$ cat src/rtl/cluster_pmu_pkg.sv
package cluster_pmu_pkg;
  localparam int CNT_W     = 32;
  localparam int CYC_W     = 64;
  localparam int CODE_W    = 8;
  localparam int NUM_CODES = 64;
  localparam int CYC_BIT   = 31;
  localparam int MAX_CTR   = 31;

  localparam logic [CODE_W-1:0] CODE_CYCLES = 8'h11;

  localparam logic [7:0] A_CTRL  = 8'h00;
  localparam logic [7:0] A_CNTEN = 8'h01;
  localparam logic [7:0] A_INTEN = 8'h02;
  localparam logic [7:0] A_OVF   = 8'h03;
  localparam logic [7:0] A_AVLO  = 8'h04;
  localparam logic [7:0] A_AVHI  = 8'h05;
  localparam logic [7:0] A_CYLO  = 8'h06;
  localparam logic [7:0] A_CYHI  = 8'h07;
  localparam logic [2:0] PG_CTR  = 3'b001;
  localparam logic [2:0] PG_TYP  = 3'b010;

  typedef struct packed {
    logic [7:0] impl;
    logic [7:0] ident;
    logic [4:0] nctr;
    logic [7:0] rsvd;
    logic       clr_cyc;
    logic       clr_evt;
    logic       enable;
  } ctrl_word_t;

  // Decide whether a counter programmed with code should count this cycle.
  function automatic logic code_counts(input logic [NUM_CODES-1:0] pulses,
                                       input logic [NUM_CODES-1:0] avail,
                                       input logic [CODE_W-1:0]    code);
    logic hit;
    if (code >= CODE_W'(NUM_CODES))       hit = 1'b0;
    else if (!avail[code[5:0]])           hit = 1'b0;
    else if (code == CODE_CYCLES)         hit = 1'b1;
    else                                  hit = pulses[code[5:0]];
    return hit;
  endfunction

  // The extra top bit of the result is the carry out, which marks a wrap.
  function automatic logic [CNT_W:0] step_evt(input logic [CNT_W-1:0] v);
    return {1'b0, v} + {{CNT_W{1'b0}}, 1'b1};
  endfunction

  function automatic logic [CYC_W:0] step_cyc(input logic [CYC_W-1:0] v);
    return {1'b0, v} + {{CYC_W{1'b0}}, 1'b1};
  endfunction

  // Set of bitmap bits that belong to an implemented counter.
  function automatic logic [31:0] live_bits(input int n);
    logic [31:0] m;
    m = '0;
    for (int i = 0; i < MAX_CTR; i++) if (i < n) m[i] = 1'b1;
    m[CYC_BIT] = 1'b1;
    return m;
  endfunction
endpackage

$ cat src/rtl/pmu_evt_ctr.sv
module pmu_evt_ctr
  import cluster_pmu_pkg::*;
#(
  parameter logic [NUM_CODES-1:0] AVAIL = '0
) (
  input  logic                 clk,
  input  logic                 rst_n,
  input  logic                 cnt_wr,
  input  logic                 typ_wr,
  input  logic [CNT_W-1:0]     wdata,
  input  logic [CODE_W-1:0]    typ_data,
  input  logic                 clr,
  input  logic                 run,
  input  logic [NUM_CODES-1:0] pulses,
  output logic [CNT_W-1:0]     cnt,
  output logic [CODE_W-1:0]    typ,
  output logic                 tick,
  output logic                 wrap
);
  logic [CNT_W:0] nxt;

  assign tick = run & code_counts(pulses, AVAIL, typ);
  assign nxt  = step_evt(cnt);
  assign wrap = tick & ~cnt_wr & ~clr & nxt[CNT_W];

  always_ff @(posedge clk) begin
    if (!rst_n) begin
      cnt <= '0;
      typ <= '0;
    end else begin
      if (cnt_wr)    cnt <= wdata;
      else if (clr)  cnt <= '0;
      else if (tick) cnt <= nxt[CNT_W-1:0];
      if (typ_wr)    typ <= typ_data;
    end
  end
endmodule

$ cat src/rtl/pmu_cyc_ctr.sv
module pmu_cyc_ctr
  import cluster_pmu_pkg::*;
(
  input  logic             clk,
  input  logic             rst_n,
  input  logic             wr_lo,
  input  logic             wr_hi,
  input  logic [31:0]      wdata,
  input  logic             clr,
  input  logic             run,
  output logic [CYC_W-1:0] cnt,
  output logic             wrap
);
  logic [CYC_W:0] nxt;
  logic           load;

  assign nxt  = step_cyc(cnt);
  assign load = wr_lo | wr_hi;
  assign wrap = run & ~load & ~clr & nxt[CYC_W];

  always_ff @(posedge clk) begin
    if (!rst_n) begin
      cnt <= '0;
    end else if (load) begin
      if (wr_lo) cnt[31:0]      <= wdata;
      if (wr_hi) cnt[CYC_W-1:32] <= wdata;
    end else if (clr) begin
      cnt <= '0;
    end else if (run) begin
      cnt <= nxt[CYC_W-1:0];
    end
  end
endmodule

$ cat src/rtl/cluster_pmu.sv
module cluster_pmu
  import cluster_pmu_pkg::*;
#(
  parameter int                   NUM_CTR   = 4,
  parameter logic [7:0]           ID_CODE   = 8'h5A,
  parameter logic [7:0]           IMPL_CODE = 8'h41,
  parameter logic [NUM_CODES-1:0] EVT_AVAIL = 64'h0000_00F0_0003_00FF
) (
  input  logic                 clk,
  input  logic                 rst_n,
  input  logic                 reg_wr,
  input  logic                 reg_rd,
  input  logic [7:0]           reg_addr,
  input  logic [31:0]          reg_wdata,
  output logic [31:0]          reg_rdata,
  input  logic [NUM_CODES-1:0] evt_pulse,
  output logic                 irq
);
  localparam logic [31:0] LIVE = live_bits(NUM_CTR);

  ctrl_word_t  wr_ctl;
  ctrl_word_t  rd_ctl;
  logic        glb_en_q;
  logic [31:0] cnt_en_q, int_en_q, ovf_q;
  logic [31:0] wrap_vec;
  logic [31:0] tick_vec;
  logic        rd_clear;
  logic        ctl_hit, clr_evt, clr_cyc;
  logic [2:0]  page;
  logic [4:0]  slot;
  logic [CYC_W-1:0] cyc_val;
  logic             cyc_wrap;
  logic [CNT_W-1:0]  ctr_val [NUM_CTR];
  logic [CODE_W-1:0] ctr_typ [NUM_CTR];
  logic [NUM_CTR-1:0] ctr_wrap, ctr_tick;

  assign wr_ctl   = ctrl_word_t'(reg_wdata);
  assign page     = reg_addr[7:5];
  assign slot     = reg_addr[4:0];
  assign ctl_hit  = reg_wr && (reg_addr == A_CTRL);
  assign clr_evt  = ctl_hit && wr_ctl.clr_evt;
  assign clr_cyc  = ctl_hit && wr_ctl.clr_cyc;
  assign rd_clear = reg_rd && (reg_addr == A_OVF);

  // One counter slice per implemented event counter.
  for (genvar g = 0; g < NUM_CTR; g++) begin : g_ctr
    pmu_evt_ctr #(.AVAIL(EVT_AVAIL)) u_ctr (
      .clk      (clk),
      .rst_n    (rst_n),
      .cnt_wr   (reg_wr && page == PG_CTR && slot == 5'(g)),
      .typ_wr   (reg_wr && page == PG_TYP && slot == 5'(g)),
      .wdata    (reg_wdata),
      .typ_data (reg_wdata[CODE_W-1:0]),
      .clr      (clr_evt),
      .run      (glb_en_q & cnt_en_q[g]),
      .pulses   (evt_pulse),
      .cnt      (ctr_val[g]),
      .typ      (ctr_typ[g]),
      .tick     (ctr_tick[g]),
      .wrap     (ctr_wrap[g])
    );
  end

  pmu_cyc_ctr u_cyc (
    .clk   (clk),
    .rst_n (rst_n),
    .wr_lo (reg_wr && reg_addr == A_CYLO),
    .wr_hi (reg_wr && reg_addr == A_CYHI),
    .wdata (reg_wdata),
    .clr   (clr_cyc),
    .run   (glb_en_q & cnt_en_q[CYC_BIT]),
    .cnt   (cyc_val),
    .wrap  (cyc_wrap)
  );

  always_comb begin
    wrap_vec = '0;
    tick_vec = '0;
    for (int i = 0; i < NUM_CTR; i++) begin
      wrap_vec[i] = ctr_wrap[i];
      tick_vec[i] = ctr_tick[i];
    end
    wrap_vec[CYC_BIT] = cyc_wrap;
    tick_vec[CYC_BIT] = glb_en_q & cnt_en_q[CYC_BIT];
  end

  always_ff @(posedge clk) begin
    if (!rst_n) begin
      glb_en_q <= 1'b0;
      cnt_en_q <= '0;
      int_en_q <= '0;
      ovf_q    <= '0;
    end else begin
      if (ctl_hit)                          glb_en_q <= wr_ctl.enable;
      if (reg_wr && reg_addr == A_CNTEN)    cnt_en_q <= reg_wdata & LIVE;
      if (reg_wr && reg_addr == A_INTEN)    int_en_q <= reg_wdata & LIVE;
      ovf_q <= (rd_clear ? 32'd0 : ovf_q) | wrap_vec;
    end
  end

  assign irq = |(ovf_q & int_en_q);

  always_comb begin
    rd_ctl         = '0;
    rd_ctl.impl    = IMPL_CODE;
    rd_ctl.ident   = ID_CODE;
    rd_ctl.nctr    = 5'(NUM_CTR);
    rd_ctl.enable  = glb_en_q;
    reg_rdata      = '0;
    case (reg_addr)
      A_CTRL:  reg_rdata = rd_ctl;
      A_CNTEN: reg_rdata = cnt_en_q;
      A_INTEN: reg_rdata = int_en_q;
      A_OVF:   reg_rdata = ovf_q;
      A_AVLO:  reg_rdata = EVT_AVAIL[31:0];
      A_AVHI:  reg_rdata = EVT_AVAIL[63:32];
      A_CYLO:  reg_rdata = cyc_val[31:0];
      A_CYHI:  reg_rdata = cyc_val[63:32];
      default: begin
        for (int i = 0; i < NUM_CTR; i++) begin
          if (page == PG_CTR && slot == 5'(i)) reg_rdata = ctr_val[i];
          if (page == PG_TYP && slot == 5'(i)) reg_rdata = {24'd0, ctr_typ[i]};
        end
      end
    endcase
  end
endmodule

$ cat config.mk
export PLATFORM = sky130hd
export DESIGN_NAME = cluster_pmu
export DESIGN_NICKNAME = d
export VERILOG_FILES = /design/src/rtl/cluster_pmu_pkg.sv /design/src/rtl/pmu_evt_ctr.sv /design/src/rtl/pmu_cyc_ctr.sv /design/src/rtl/cluster_pmu.sv
export SDC_FILE = /design/constraint.sdc
export NUM_CORES = 1
export LEC_CHECK = 0
export BUFFER_PORTS_ARGS = -buffer_cell sky130_fd_sc_hd__buf_2
export CORE_MARGIN = 2
export CORE_UTILIZATION = 40
export CTS_CLUSTER_SIZE = 14
export DETAILED_ROUTE_END_ITERATION = 8
export RECOVER_POWER = 50
export SETUP_SLACK_MARGIN = 0.4
export SLEW_MARGIN = 15
export SYNTH_ARGS = -nofsm -noshare
export SYNTH_HDL_FRONTEND = slang
export SYNTH_SLANG_ARGS = --single-unit
$ cat constraint.sdc
create_clock -name clk -period 2.35 [get_ports clk]
set_input_delay 0.1175 -clock clk [delete_from_list [all_inputs] [get_ports clk]]
set_output_delay 0.1175 -clock clk [all_outputs]
set_load 0.01 [all_outputs]
==> flow_summary.ini <==
[critical_path]
crit_type = register to register
r2r_slack_ps = -360
worstPathCellList = buf_12, buf_12, buf_12, mux4_2, mux2i_4, buf_6, a31o_4, a311oi_4, buf_4, a21o_4, buf_8, a31oi_1, o221a_2
timing.rr.start = g_ctr[0].u_ctr.typ[2]
end_kind = register
max_stage_delay_ps = 320
slowest_stage = dfxtp_2
reg2reg_depth = 13
worstSetupStartpointType = register
cp.arrival_ps = 3230
crit_top_cell = buf_12
required_ps = 2870
cp_max_fo = 8
r2r-end = g_ctr[0].u_ctr.cnt[19]

[sta]
whs_ps = 40.7
skew_ps = 35.0
min_period_ps = 2710
fin_crit_sh_pct = 115
rsz0062_at_grt = true
slew_viol_final = 0
max_freq_mhz = 369
finalHoldViolCount = 0
worst_pin_slew_ps = 1080
fin_ws_ps = -363
setup_viol = 135
relSlewSlack_pct = 28.1

[pwr]
power.switching_mw = 2.74
switching_share_pct = 27.1
p_clk_share_pct = 49.8
power_density_mw_per_mm2 = 354
power.leakage_nw = 10.6
vdd_ir_drop_max_v = 0.000526
internal-power_mw = 7.38
p_total_mw = 10.1
combPwrFrac_pct = 9.3
seqPwrFrac_pct = 40.9

[worst_hold_path]
hold_class = input port to register
min_to = g_ctr[2].u_ctr.cnt[8]
whs_path_depth = 3
min_from = reg_wdata[8]

[global_route]
gr-usage-all-layers_pct = 40.1
grt_overflow = 0
grtUsageMet1_pct = 52.9
grt_pass1_wl_mm = 144
grt_util_met2_pct = 61.3
busiest_layer = met2
grt_pass1_vias = 22685
antenna_found_initial = 3
met3_usage_pct = 9.50
grt_max_degree = 95

[clock_tree]
clkTransAtPathRegs_ps = 60
root_buffer = clkbuf_16
cts_tree = yes
clock-sinks = 244
htreeDepth = 1
clockBufferDepth = 3
cts-buffers-inserted = 31
insertion_delay_ps = 630

[synthesis]
syn_avg_cell_area_um2 = 7.62
seq_area_frac_synth_pct = 26.8
synth_top_area_share_pct = 26.8
syn-cell-area_mm2 = 0.0182
synthTopCellsByCount = 306 x nand2_1, 244 x dfxtp_1, 171 x a21oi_1
yosys_most_used_dff = dfxtp_1
yosysUniqueCellTypes = 86
yosys.area.top_type = dfxtp_1
synth_most_common_cell = nand2_1
synthTopCellsByArea = dfxtp_1 27%, nand2_1 6.3%, mux4_2 5.8%
synth_enable_flop_cells = 0
ys_ff_latch = 244
synth_warnings = 0
syn_nets = 2504
async_flop_share_pct = 0
syn_inst = 2391

[drt]
wl_per_cell_um = 27.7
dr.pass1.iters = 7
ant_nets = 0
drt-total-wl_mm = 99.3
drc = 0
vias = 24269
drt_iter0_drc = 3860
vias_per_cell = 6.77

[floorplan]
num_io_pins = 141
rows = 78
die_w_um = 217
dieArea_mm2 = 0.0473
die_h_um = 217
core_mm2 = 0.0452
initial_core_util_pct = 40.3

[place]
io_buffers = 140
placed_area_mm2 = 0.0231
gp_congestion = 1.02
dpl_worst_slack_ps = -497
dpl.hpwl_mm = 69.0

[final_layout]
fillerInstances = 3838
final-seq-area_mm2 = 0.00497
final_core_util_pct = 63.3
nNetsFinal = 3072
final_layout_size_suffix_gt1_share_pct = 42.3
fin_area_mm2 = 0.0286
area_growth_pct = 56.9
multi_input_area_mm2 = 0.0149

[run_status]
status = finished with violations
violations = setup timing

[run]
max_cap_violations = 0
-- cell usage in the layout (no fill, tap or decap), types with 47 or more instances in the layout --
cell / Yosys / final
buf_2: 37 / 124
o21ai_1: 6 / 52
nand3_1: 141 / 125
mux2i_1: 71 / 62
a22oi_1: 81 / 71
buf_4: 6 / 399
nand4_1: 54 / 54
mux4_2: 47 / 47
buf_6: 4 / 101
nor2_1: 150 / 131
nand2_1: 306 / 290
a21oi_1: 171 / 136
o21ai_0: 146 / 76
buf_12: 0 / 51
dfxtp_1: 244 / 196
-- worst max-delay path by stage --
stage / startpoint / to / slack [ps] / cells after the start
after floorplan: g_ctr[3].u_ctr.typ[0] / g_ctr[3].u_ctr.cnt[9] / -90 / 8
after global placement: g_ctr[0].u_ctr.typ[1] / g_ctr[0].u_ctr.cnt[19] / -500 / 10
after detailed placement: g_ctr[0].u_ctr.typ[1] / g_ctr[0].u_ctr.cnt[19] / -500 / 10
after CTS: g_ctr[2].u_ctr.typ[1] / g_ctr[2].u_ctr.cnt[1] / -260 / 13
after global routing: g_ctr[2].u_ctr.typ[1] / g_ctr[2].u_ctr.cnt[13] / -420 / 13
final: g_ctr[0].u_ctr.typ[2] / g_ctr[0].u_ctr.cnt[19] / -360 / 13
-- critical path, delay by kind of cell, from the launching register on --
kind                   cells  cell delay (ps)
AOI/OAI and AO/OA          5             1130
buffers and inverters      6              810
muxes                      2              330
DFF                        1              320
-- power by group through the flow --
stage          Clock, mW  Sequential [mW]  Combinational, mW
2_1_floorplan          0             4.24              0.306
3_3_place_gp           0             4.24              0.770
3_5_place_dp           0             4.24              0.770
4_1_cts             5.06             4.14              0.875
5_1_grt             5.20             4.14              0.949
6_report            5.05             4.14              0.940
-- what timing repair did --
| item | CTS | global route |
|---|---|---|
| buffers inserted | 73 | 49 |
| setup endpoints to repair | 213 | 226 |
| cloned | 18 | 6 |
| pin swaps | 147 | 152 |
| gates resized for setup | 395 | 228 |
| hold endpoints to repair | 70 | 0 |
| hold buffers | 30 | 0 |
-- layer usage --
metal / vias up / share of wire, %
met5: - / 0.016
met2: 1818 / 43
met3: 402 / 13
met1: 11647 / 38
met4: 2 / 6.4
li1: 10400 / -
-- registers in the layout, indices dropped and copies added (netlist names), named ones only --
name and count:
glb_en_q 1, int_en_q 5, g_ctr.u_ctr.typ 32, ovf_q 5
g_ctr.u_ctr.cnt 128, u_cyc.cnt 64, cnt_en_q 5
-- logic make-up after synthesis --
family | Yosys count | synth area share (%)
AND/OR/NAND/NOR | 957 | 25.7
AO/OA/AOI/OAI | 779 | 29.5
flip-flops | 244 | 26.8
buffers and inverters | 242 | 5.60
multiplexers | 125 | 10.1
XOR/XNOR | 39 | 1.88
adder cells (fa/ha/maj) | 5 | 0.343
-- cell type report --
| type | count | share of cell area (%) |
|---|---|---|
| multi-input cells | 1906 | 52.1 |
| repair buffers | 744 | 23.8 |
| inverters | 32 | 0.446 |
| flip-flops and latches | 244 | 17.4 |
| well taps | 600 | 2.63 |
| clock buffers | 49 | 3.23 |
| clock inverters | 9 | 0.416 |
| diodes | 2 | 0.0175 |
-- metrics by stage --
stage | setup TNS (ps) | cells
2_1_floorplan | -1560 | 2391
3_3_place_gp | -30570 | 3350
3_5_place_dp | -35010 | 3350
4_1_cts | -20730 | 3529
5_1_grt | -41070 | 3584
6_report | -31740 | 3586
Power figures use the tool's default switching activity.
